## config.mk

```make
export PLATFORM = sky130hd
export DESIGN_NAME = timed_test_copro
export DESIGN_NICKNAME = d
export VERILOG_FILES = /design/src/rtl/tcop_pkg.sv /design/src/rtl/tcop_regfile.sv /design/src/rtl/tcop_stall.sv /design/src/rtl/tcop_line_timer.sv /design/src/rtl/timed_test_copro.sv
export SDC_FILE = /design/constraint.sdc
export NUM_CORES = 1
export LEC_CHECK = 0
export BUFFER_PORTS_ARGS = -buffer_cell sky130_fd_sc_hd__buf_2
export CAP_MARGIN = 20
export CORE_MARGIN = 8
export CORE_UTILIZATION = 55
export CTS_BUF_LIST = sky130_fd_sc_hd__clkbuf_4
export DETAILED_ROUTE_END_ITERATION = 6
export PLACE_DENSITY = 0.77
export SETUP_SLACK_MARGIN = 0.05
export SLEW_MARGIN = 20
export SYNTH_ARGS = -nofsm -noshare
export SYNTH_HDL_FRONTEND = slang
export SYNTH_SLANG_ARGS = --single-unit
```

## constraint.sdc

```tcl
create_clock -name clk_i -period 7.97 [get_ports clk_i]
set_clock_uncertainty 0.05 [all_clocks]
set_input_delay 1.1955 -clock clk_i [delete_from_list [all_inputs] [get_ports clk_i]]
set_output_delay 1.1955 -clock clk_i [all_outputs]
set_load 0.01 [all_outputs]
```

## src/rtl/tcop_pkg.sv

```systemverilog
package tcop_pkg;
  localparam logic [1:0] KIND_WRITE = 2'd0;
  localparam logic [1:0] KIND_READ  = 2'd1;
  localparam logic [1:0] KIND_OP    = 2'd2;

  localparam logic [3:0] OP_STALL    = 4'd0;
  localparam logic [3:0] OP_FIQ_ARM  = 4'd1;
  localparam logic [3:0] OP_IRQ_ARM  = 4'd2;
  localparam logic [3:0] OP_FIQ_REL  = 4'd3;
  localparam logic [3:0] OP_IRQ_REL  = 4'd4;
  localparam logic [3:0] OP_STAMP    = 4'd5;

  localparam int LINE_FIQ = 0;
  localparam int LINE_IRQ = 1;
  localparam int NUM_LINES = 2;
endpackage

```

## src/rtl/tcop_regfile.sv

```systemverilog
module tcop_regfile #(
  parameter int DATA_W   = 32,
  parameter int NUM_REGS = 16,
  localparam int IDX_W   = $clog2(NUM_REGS)
) (
  input  logic              clk_i,
  input  logic              rst_ni,
  input  logic              we_i,
  input  logic [IDX_W-1:0]  waddr_i,
  input  logic [DATA_W-1:0] wdata_i,
  input  logic [IDX_W-1:0]  raddr_a_i,
  output logic [DATA_W-1:0] rdata_a_o,
  input  logic [IDX_W-1:0]  raddr_b_i,
  output logic [DATA_W-1:0] rdata_b_o
);
  logic [DATA_W-1:0] mem_q [NUM_REGS];

  always_ff @(posedge clk_i or negedge rst_ni) begin
    if (!rst_ni) begin
      for (int i = 0; i < NUM_REGS; i++) mem_q[i] <= '0;
    end else if (we_i) begin
      mem_q[waddr_i] <= wdata_i;
    end
  end

  assign rdata_a_o = mem_q[raddr_a_i];
  assign rdata_b_o = mem_q[raddr_b_i];

  p_write_lands_r2: assert property (@(posedge clk_i) disable iff (!rst_ni)
    we_i |=> (mem_q[$past(waddr_i)] == $past(wdata_i)));
endmodule

```

## src/rtl/tcop_stall.sv

```systemverilog
module tcop_stall #(
  parameter int CNT_W = 32
) (
  input  logic             clk_i,
  input  logic             rst_ni,
  input  logic             start_i,
  input  logic [CNT_W-1:0] len_i,
  output logic             busy_o,
  output logic             done_o
);
  logic [CNT_W-1:0] left_q;

  always_ff @(posedge clk_i or negedge rst_ni) begin
    if (!rst_ni) begin
      busy_o <= 1'b0;
      done_o <= 1'b0;
      left_q <= '0;
    end else if (start_i) begin
      busy_o <= 1'b1;
      done_o <= 1'b0;
      left_q <= len_i - 1'b1;
    end else if (busy_o) begin
      if (left_q == '0) begin
        busy_o <= 1'b0;
        done_o <= 1'b1;
      end else begin
        left_q <= left_q - 1'b1;
        done_o <= 1'b0;
      end
    end else begin
      done_o <= 1'b0;
    end
  end

  p_done_single_r4: assert property (@(posedge clk_i) disable iff (!rst_ni)
    done_o |=> !done_o);
  p_busy_ends_done_r4: assert property (@(posedge clk_i) disable iff (!rst_ni)
    $fell(busy_o) |-> done_o);
  p_busy_done_excl_r11: assert property (@(posedge clk_i) disable iff (!rst_ni)
    !(busy_o && done_o));
endmodule

```

## src/rtl/tcop_line_timer.sv

```systemverilog
module tcop_line_timer #(
  parameter int CNT_W = 32
) (
  input  logic             clk_i,
  input  logic             rst_ni,
  input  logic             arm_i,
  input  logic [CNT_W-1:0] delay_i,
  input  logic             release_i,
  output logic             line_no
);
  logic [CNT_W-1:0] cnt_q;
  logic             pend_q;
  logic             expire;

  assign expire = pend_q && (cnt_q == CNT_W'(1));

  always_ff @(posedge clk_i or negedge rst_ni) begin
    if (!rst_ni) begin
      line_no <= 1'b1;
      pend_q  <= 1'b0;
      cnt_q   <= '0;
    end else if (release_i) begin
      // release wins over an expiry in the same cycle; count keeps running
      line_no <= 1'b1;
      if (expire)      pend_q <= 1'b0;
      else if (pend_q) cnt_q  <= cnt_q - 1'b1;
    end else if (arm_i) begin
      if (delay_i == '0) begin
        line_no <= 1'b0;
        pend_q  <= 1'b0;
      end else begin
        cnt_q  <= delay_i;
        pend_q <= 1'b1;
      end
    end else if (expire) begin
      line_no <= 1'b0;
      pend_q  <= 1'b0;
    end else if (pend_q) begin
      cnt_q <= cnt_q - 1'b1;
    end
  end

  // shared by both lines (R6 fast, R7 normal)
  p_release_high_r9: assert property (@(posedge clk_i) disable iff (!rst_ni)
    release_i |=> line_no);
  p_arm_zero_now_r6: assert property (@(posedge clk_i) disable iff (!rst_ni)
    (arm_i && !release_i && delay_i == '0) |=> !line_no);
  p_fall_has_cause_r6: assert property (@(posedge clk_i) disable iff (!rst_ni)
    $fell(line_no) |-> ($past(arm_i) || $past(pend_q)));
endmodule

```

## src/rtl/timed_test_copro.sv

```systemverilog
module timed_test_copro
  import tcop_pkg::*;
#(
  parameter int DATA_W   = 32,
  parameter int NUM_REGS = 16,
  localparam int IDX_W   = $clog2(NUM_REGS)
) (
  input  logic              clk_i,
  input  logic              rst_ni,
  input  logic              cmd_valid_i,
  input  logic [1:0]        cmd_kind_i,
  input  logic [3:0]        cmd_op_i,
  input  logic [IDX_W-1:0]  cmd_reg_i,
  input  logic [IDX_W-1:0]  cmd_src_i,
  input  logic [DATA_W-1:0] cmd_wdata_i,
  output logic [DATA_W-1:0] rdata_o,
  output logic              busy_o,
  output logic              done_o,
  output logic              reject_o,
  output logic              fiq_no,
  output logic              irq_no
);
  logic              accept;
  logic              we;
  logic [IDX_W-1:0]  waddr;
  logic [DATA_W-1:0] wdata;
  logic [DATA_W-1:0] xfer_val, src_val;
  logic              rd_load, ack, nack, stall_start, stall_done;
  logic [NUM_LINES-1:0] arm, rel, line_n;
  logic              ack_q, nack_q;
  logic [DATA_W-1:0] cyc_q;

  assign accept = cmd_valid_i && !busy_o;

  always_comb begin
    we = 1'b0; waddr = cmd_reg_i; wdata = cmd_wdata_i;
    rd_load = 1'b0; ack = 1'b0; nack = 1'b0; stall_start = 1'b0;
    arm = '0; rel = '0;
    if (accept) begin
      case (cmd_kind_i)
        KIND_WRITE: begin we = 1'b1; ack = 1'b1; end
        KIND_READ:  begin rd_load = 1'b1; ack = 1'b1; end
        KIND_OP: begin
          case (cmd_op_i)
            OP_STALL: begin
              if (src_val == '0) ack = 1'b1;
              else               stall_start = 1'b1;
            end
            OP_FIQ_ARM: begin arm[LINE_FIQ] = 1'b1; ack = 1'b1; end
            OP_IRQ_ARM: begin arm[LINE_IRQ] = 1'b1; ack = 1'b1; end
            OP_FIQ_REL: begin rel[LINE_FIQ] = 1'b1; ack = 1'b1; end
            OP_IRQ_REL: begin rel[LINE_IRQ] = 1'b1; ack = 1'b1; end
            OP_STAMP: begin
              we = 1'b1; waddr = cmd_src_i; wdata = cyc_q; ack = 1'b1;
            end
            default: nack = 1'b1;
          endcase
        end
        default: nack = 1'b1;
      endcase
    end
  end

  always_ff @(posedge clk_i or negedge rst_ni) begin
    if (!rst_ni) begin
      ack_q   <= 1'b0;
      nack_q  <= 1'b0;
      rdata_o <= '0;
      cyc_q   <= '0;
    end else begin
      ack_q  <= ack;
      nack_q <= nack;
      cyc_q  <= cyc_q + 1'b1;
      if (rd_load) rdata_o <= xfer_val;
    end
  end

  tcop_regfile #(.DATA_W(DATA_W), .NUM_REGS(NUM_REGS)) u_regs (
    .clk_i, .rst_ni,
    .we_i(we), .waddr_i(waddr), .wdata_i(wdata),
    .raddr_a_i(cmd_reg_i), .rdata_a_o(xfer_val),
    .raddr_b_i(cmd_src_i), .rdata_b_o(src_val)
  );

  tcop_stall #(.CNT_W(DATA_W)) u_stall (
    .clk_i, .rst_ni,
    .start_i(stall_start), .len_i(src_val),
    .busy_o, .done_o(stall_done)
  );

  for (genvar g = 0; g < NUM_LINES; g++) begin : g_line
    tcop_line_timer #(.CNT_W(DATA_W)) u_timer (
      .clk_i, .rst_ni,
      .arm_i(arm[g]), .delay_i(src_val), .release_i(rel[g]),
      .line_no(line_n[g])
    );
  end

  assign fiq_no   = line_n[LINE_FIQ];
  assign irq_no   = line_n[LINE_IRQ];
  assign done_o   = ack_q | stall_done;
  assign reject_o = nack_q;

  p_resp_excl_r11: assert property (@(posedge clk_i) disable iff (!rst_ni)
    !(done_o && reject_o));
  p_reject_single_r11: assert property (@(posedge clk_i) disable iff (!rst_ni)
    reject_o |=> !reject_o);
  p_ignore_busy_r5: assert property (@(posedge clk_i) disable iff (!rst_ni)
    (busy_o && cmd_valid_i) |=> (!reject_o && !ack_q));
  p_bad_op_rejects_r3: assert property (@(posedge clk_i) disable iff (!rst_ni)
    (accept && cmd_kind_i == KIND_OP && cmd_op_i > OP_STAMP) |=> reject_o);
endmodule

```

=== After elaboration in Yosys (flattened, before gate mapping) ===
Cells that the tools add are included.

* Register bits: 680
* Bits of input ports: 49
* Output and inout port bits: 37
* Word-level logic and storage cells: 144

* Add/sub/neg operators: 5
* Order comparisons: 4
* Eq/ne operators: 14
* Multiplexer cells: 70
* Bitwise gates (word level): 4
* Reductions and logical operators: 18

{| class="wikitable"
|+ Operators by type and width
! kind !! count
|-
| $mux 32 || 20
|-
| $bwmux 512 || 1
|-
| $bmux 32 s4 || 2
|-
| $demux 32 s4 || 1
|-
| $sub 32x1->32 const B || 4
|-
| $eq 32x1->1 const B || 2
|-
| $logic_not 32->1 || 2
|-
| $mux 1 || 35
|-
| $add 32x1->32 const B || 1
|-
| $ge 5x5->1 const B || 3
|-
| $not 4->5 || 3
|-
| $mux 4 || 3
|-
| $eq 4x2->1 const B || 2
|-
| $eq 4x3->1 const B || 2
|-
| $mux 2 || 4
|-
| $pmux 1 s2 || 4
|-
| $ne 3x1->1 const B || 2
|-
| $ne 3x3->1 const B || 2
|-
| $reduce_and 2->1 || 3
|-
| $reduce_bool 3->1 || 2
|-
| $reduce_or 6->1 || 1
|-
| $lt 5x1->1 const B || 1
|-
| $reduce_or 5->1 || 1
|-
| $eq 4x1->1 const B || 1
|-
| other kinds (10) || 13
|}

=== Logic depth before layout (Yosys ltp) ===
* Word-level depth: 11
* Mapped depth: 25
* Depth with buffers taken out: 16

=== Cells and area by module ===
A second synthesis with hierarchy kept.

* Cell total of the unflattened synthesis: 2849
* Area, all modules: 37544.8 um2

{| class="wikitable"
|+ By module, submodules not included
! module !! times used !! cells an instance !! area each (um2) !! seq. area each (um2)
|-
| tcop_regfile || 1 || 1675 || 26457.9 || 12812.3
|-
| tcop_line_timer || 2 || 271 || 2397.3 || 852.1
|-
| timed_test_copro || 1 || 264 || 3382.0 || 1651.6
|-
| tcop_stall || 1 || 368 || 2910.3 || 850.8
|}

=== Worst setup path before layout ===
Ideal clock, no wire load.

* Path kind: input -> register
* From: in cmd_src_i[1]
* To: reg u_stall.left_q[24]
* Library setup time: 0.124 ns
* Arrival: 6.523 ns
* Data required time: 7.796 ns
* Setup slack: 1.274 ns
* Cell stages on the path: 24
* Buffers on the path: 8
* Cells stage by stage: buf_2 -> buf_4 -> clkbuf_1 -> buf_1 -> mux4_2 -> a22o_1 -> a221oi_2 -> nand4b_1 -> nor3_2 -> a31oi_1 -> buf_2 -> buf_2 -> buf_2 -> mux2i_1 -> ha_1 -> clkbuf_1 -> or4b_2 -> nor3_1 -> nand4_1 -> o21a_1 -> a22oi_4 -> nand2_1 -> xnor2_1 -> a211o_1

* Longest elaborated chain between the ends: 11
* Elaborated cells between the ends (all ways): 14
* Those cells by class: 1 x add/sub; 1 x eq/ne; 8 x mux; 1 x bitwise; 3 x reduce/logical

{| class="wikitable"
|+ Ends and longest elaborated chain
! what !! RTL line !! RTL
|-
| start, declared || timed_test_copro.sv:14 || <nowiki>input logic [IDX_W-1:0] cmd_src_i,</nowiki>
|-
| $not 4->5 (not written as such) * || tcop_regfile.sv:27 || <nowiki>assign rdata_b_o = mem_q[raddr_b_i];</nowiki>
|-
| $bmux 32 s4 * || tcop_regfile.sv:27 ||
|-
| $mux 32 (not written as such) * (2 in series) || tcop_regfile.sv:27 ||
|-
| $logic_not 32->1 || timed_test_copro.sv:46 || <nowiki>if (src_val == '0) ack = 1'b1;</nowiki>
|-
| $mux 1 || timed_test_copro.sv:46 ||
|-
| $mux 1 || timed_test_copro.sv:44 || <nowiki>case (cmd_op_i)</nowiki>
|-
| $mux 1 || timed_test_copro.sv:40 || <nowiki>case (cmd_kind_i)</nowiki>
|-
| $mux 1 || timed_test_copro.sv:39 || <nowiki>if (accept) begin</nowiki>
|-
| $ne 2x2->1 (no source line) / $reduce_bool 2->1 (equally long branches) || n/a ||
|-
| $reduce_and 2->1 (no source line) || n/a ||
|-
| end signal, assigned || tcop_stall.sv:21 || <nowiki>left_q <= len_i - 1'b1;</nowiki>
|-
| end signal, assigned || tcop_stall.sv:27 || <nowiki>left_q <= left_q - 1'b1;</nowiki>
|-
| end, declared || tcop_stall.sv:11 || <nowiki>logic [CNT_W-1:0] left_q;</nowiki>
|}

Every way passes the cells marked *; elsewhere a longest branch is shown, timed or not. The select of a mux whose other input is x is not followed.
A chain may end at the register's enable or synchronous reset.

=== Final worst setup path ===
* From: in cmd_src_i[0]
* To: reg u_stall.left_q[24]

Same word-level chain as after synthesis.

==> summary.txt <==
Route
  – Number of detailed-route iterations in the first pass: 7
  – Wire length after detailed routing: 103000 um
  – Average wire per standard cell: 24.7 um
  – Total vias in the final route: 27511
  – Post-route DRC violation count: 8
  – Number of design-rule violations left by the first detailed-router iteration: 3459
  – Final ANT Viol Nets: 0
  – Via count normalized by instance count: 6.62

Place
  – Pre-CTS worst setup slack: 0.563 ns
  – Post-DP Area: 0.0360 mm^2
  – Total half-perimeter wirelength after legalization and detailed placement: 62900 um
  – Gp weighted congestion: 0.932
  – Total of buffers placed on input and output ports: 85
  – Placed cells: 3862

Clock network
  – Post-CTS Setup Bufs: 0
  – TritonCTS clock tree: built
  – Worst-skew pair later-pin latency: 1.08 ns
  – Longest Clk Path Bufs: 3
  – CTS Hold Bufs: 0
  – CTS root buffer: clkbuf_4
  – Number of buffers inserted during clock tree synthesis: 173
  – # resized after CTS: 0
  – Sink Count: 680
  – Maximum level of the CTS H-tree: 4
  – CTS clock-pin slew for the worst setup and hold paths: 0.07 ns

GRT
  – GRT overflow: 0
  – Largest net degree at the start of global routing: 170
  – Number of antenna violations at the first check in global routing: 2
  – Wire length of the first global-routing pass: 161000 um
  – Aggregate global-route resource usage: 0.291
  – Via count of the first global-routing pass: 28313

Cells and area
  – Layout Nets: 3246
  – Commonest cells after routing, fill and taps aside: dfrtp_1 (678), nand2_1 (419), o21ai_0 (336)
  – Synth-to-layout area growth: 10.3%
  – Number of standard cells in the layout, taps in and fillers out: 4158
  – Final design instance area without fill: 0.0383 mm^2
  – Leading cell type in the layout, fill and taps excluded: dfrtp_1
  – Finished Core Util: 0.611
  – Fraction of final layout cells sized beyond drive strength 1: 0.242

Pwr
  – Worst vdd ir: 0.000132 V
  – Power per standard cell area: 184 mW/mm^2
  – Static power due to leakage: 16.8 nW
  – Power consumption: 7.05 mW

Die
  – Initial Utilization: 0.554
  – Core Rows: 92
  – IO Pins: 86
  – Horizontal die dimension: 267 um
  – Die Y-Extent: 267 um
  – Floorplan core area: 0.0627 mm^2
  – Die ar.: 0.0715 mm^2

Timing
  – Setup TNS Final: 0 ns
  – Count of pins over their slew limit: 0
  – Final Hold Slack: 0.146 ns
  – Endpoints failing hold: 0
  – Headroom to the max-slew limit: 0.250
  – RSZ-0062 raised after global routing: false
  – Final min period: 6.52 ns
  – Setup-violating endpoint count in the final report: 0
  – Worst path setup slack after routing: 1.45 ns
  – Tightest Pin Transition: 1.09 ns
  – Maximum frequency from static timing analysis: 153 MHz
  – Final period util: 0.818

Setup path
  – Minimum setup slack among reg-to-reg paths: 2.08 ns
  – Path depth of the worst reg2reg path: 17
  – CP Capture Type: flop
  – Origin of the worst setup path: cmd_src_i[0]
  – Crit Path Max Fanout: 58
  – Endpoint required time on the critical path: 8.85 ns
  – Worst r2r src: u_regs.mem_q[362]$_DFFE_PN0P_
  – CP startpoint kind: input pin
  – Critical Path Sink: u_stall.left_q[24]$_DFFE_PN0P_
  – Worst r2r dst: u_stall.left_q[24]$_DFFE_PN0P_
  – Critical path arrival: 7.40 ns
  – Critical path class: in -> reg

Synth
  – Flip-flop and latch count after synthesis: 680
  – Synth Cell Area: 0.0347 mm^2
  – Share of synthesized area occupied by flip-flops and latches: 0.490
  – Proportion of synthesized flip-flops having asynchronous set or reset: 1.00
  – Synthesis warning total: 0
  – Cell taking the most area after synthesis: dfrtp_1
  – Mean cell area of the mapped netlist: 11.1 um^2
  – Most used DFF post-synth: dfrtp_1
  – Count of unique library cells instantiated by Yosys: 72
  – Number of enable flip-flop cells after synthesis: 0
  – Gate Count Post-Synth: 3121
  – Post-synthesis net count: 3176
  – Leading post-synthesis cells by cell area: dfrtp_1 (49%), mux4_2 (19%), o21ai_0 (4.8%)
  – Area share of the largest cell type after synthesis: 0.488

Job
  – Total of max-cap violations: 0

Hold path
  – Worst min-delay path class: in -> async

Run status
  – Run status: finished with violations
  – Failing checks: DRC
## Yosys cell counts, types with 4 or more instances
library cell and n:
mux2i_1 56, or4_1 15, buf_1 25, nor3b_1 5, and3_1 14, mux4_2 289, o311ai_0 14, buf_6 6
nand3_1 57, buf_4 5, nor2_1 299, nand2_1 427, a21oi_1 259, or3_1 21, nor2b_1 8, or2_2 13
o41ai_1 6, ha_1 6, inv_1 14, buf_2 11, dfrtp_1 678, mux2_2 34, nand2b_1 10, and4_1 4
o21ai_0 336, a22o_1 6, xnor2_1 55, o211ai_1 35, nand3b_1 5, o221ai_1 4, and2_1 5, nand4_1 12
a22oi_1 39, clkbuf_1 198, nor4_1 21, a221oi_1 6, xor2_1 25, nor3_1 36, a31oi_1 5
## sequential cells by signal (all words and copies together) (netlist names)
name / count
ack_q: 1
cyc_q: 32
g_line.u_timer.cnt_q: 64
g_line.u_timer.line_no: 2
g_line.u_timer.pend_q: 2
rdata_o: 32
reject_o: 1
u_regs.mem_q: 512
u_stall.busy_o: 1
u_stall.done_o: 1
u_stall.left_q: 32
## layer usage
layer | part of all wire | track usage | up-vias
met4 | 0.046 | 0.147 | 0
met2 | 0.47 | 0.447 | 1710
met3 | 0.11 | 0.0845 | 341
li1 | - | - | 11686
met5 | 0 | 0 | -
met1 | 0.38 | 0.379 | 13774
## worst max-delay path, stage by stage
cell	delay [ns]
clkbuf_8	0.58
buf_4	0.38
mux4_2	0.54
a22oi_1	0.22
nand2_1	0.27
nor4_1	0.65
and4_1	0.46
a31oi_4	0.14
buf_4	0.24
mux2i_1	0.16
ha_1	0.37
or4b_2	0.61
nor3_1	0.23
nand4_1	0.14
o21a_1	0.19
a22oi_4	0.34
nand2_1	0.14
xnor2_1	0.15
a211o_1	0.32
## worst min-delay path by stage
| stage | to | slack (ns) | cells past startpoint |
|---|---|---|---|
| after floorplan | cyc_q[31]$_DFF_PN0_ | 0.40 | 1 |
| after global placement | cyc_q[31]$_DFF_PN0_ | 0.41 | 1 |
| after detailed placement | cyc_q[31]$_DFF_PN0_ | 0.42 | 1 |
| after CTS | u_regs.mem_q[419]$_DFFE_PN0P_ | 0.08 | 1 |
| after global routing | rdata_o[4]$_DFFE_PN0P_ | 0.13 | 1 |
| final | u_regs.mem_q[419]$_DFFE_PN0P_ | 0.15 | 1 |
## final cells by class
cell class / count / area, um^2
Fill cell: 4787 / 24400
Sequential cell: 680 / 17000
Multi-Input combinational cell: 2182 / 16900
Clock buffer: 244 / 1830
Tap cell: 846 / 1060
Timing Repair Buffer: 140 / 991
Clock inverter: 47 / 418
Inverter: 14 / 52.6
Antenna cell: 5 / 12.5
## power breakdown
group	leakage (nW)	internal, mW	switching [mW]
sequential	9.39	3.47	0.0214
combinational	6.12	0.140	0.294
clock	1.31	1.66	1.46
total	16.8	5.27	1.77
## logic make-up (layout without fill, tap and decap cells)
group,count (synthesis),after routing,synth area share
flops,680,680,0.490
compound gates,746,746,0.121
simple gates,970,970,0.122
buf+inv,259,445,0.0302
xor+xnor,80,80,0.0202
fa+ha+maj,6,6,0.00216
mux,380,380,0.215
other cells,0,5,0
Power figures use the tool's default switching activity.
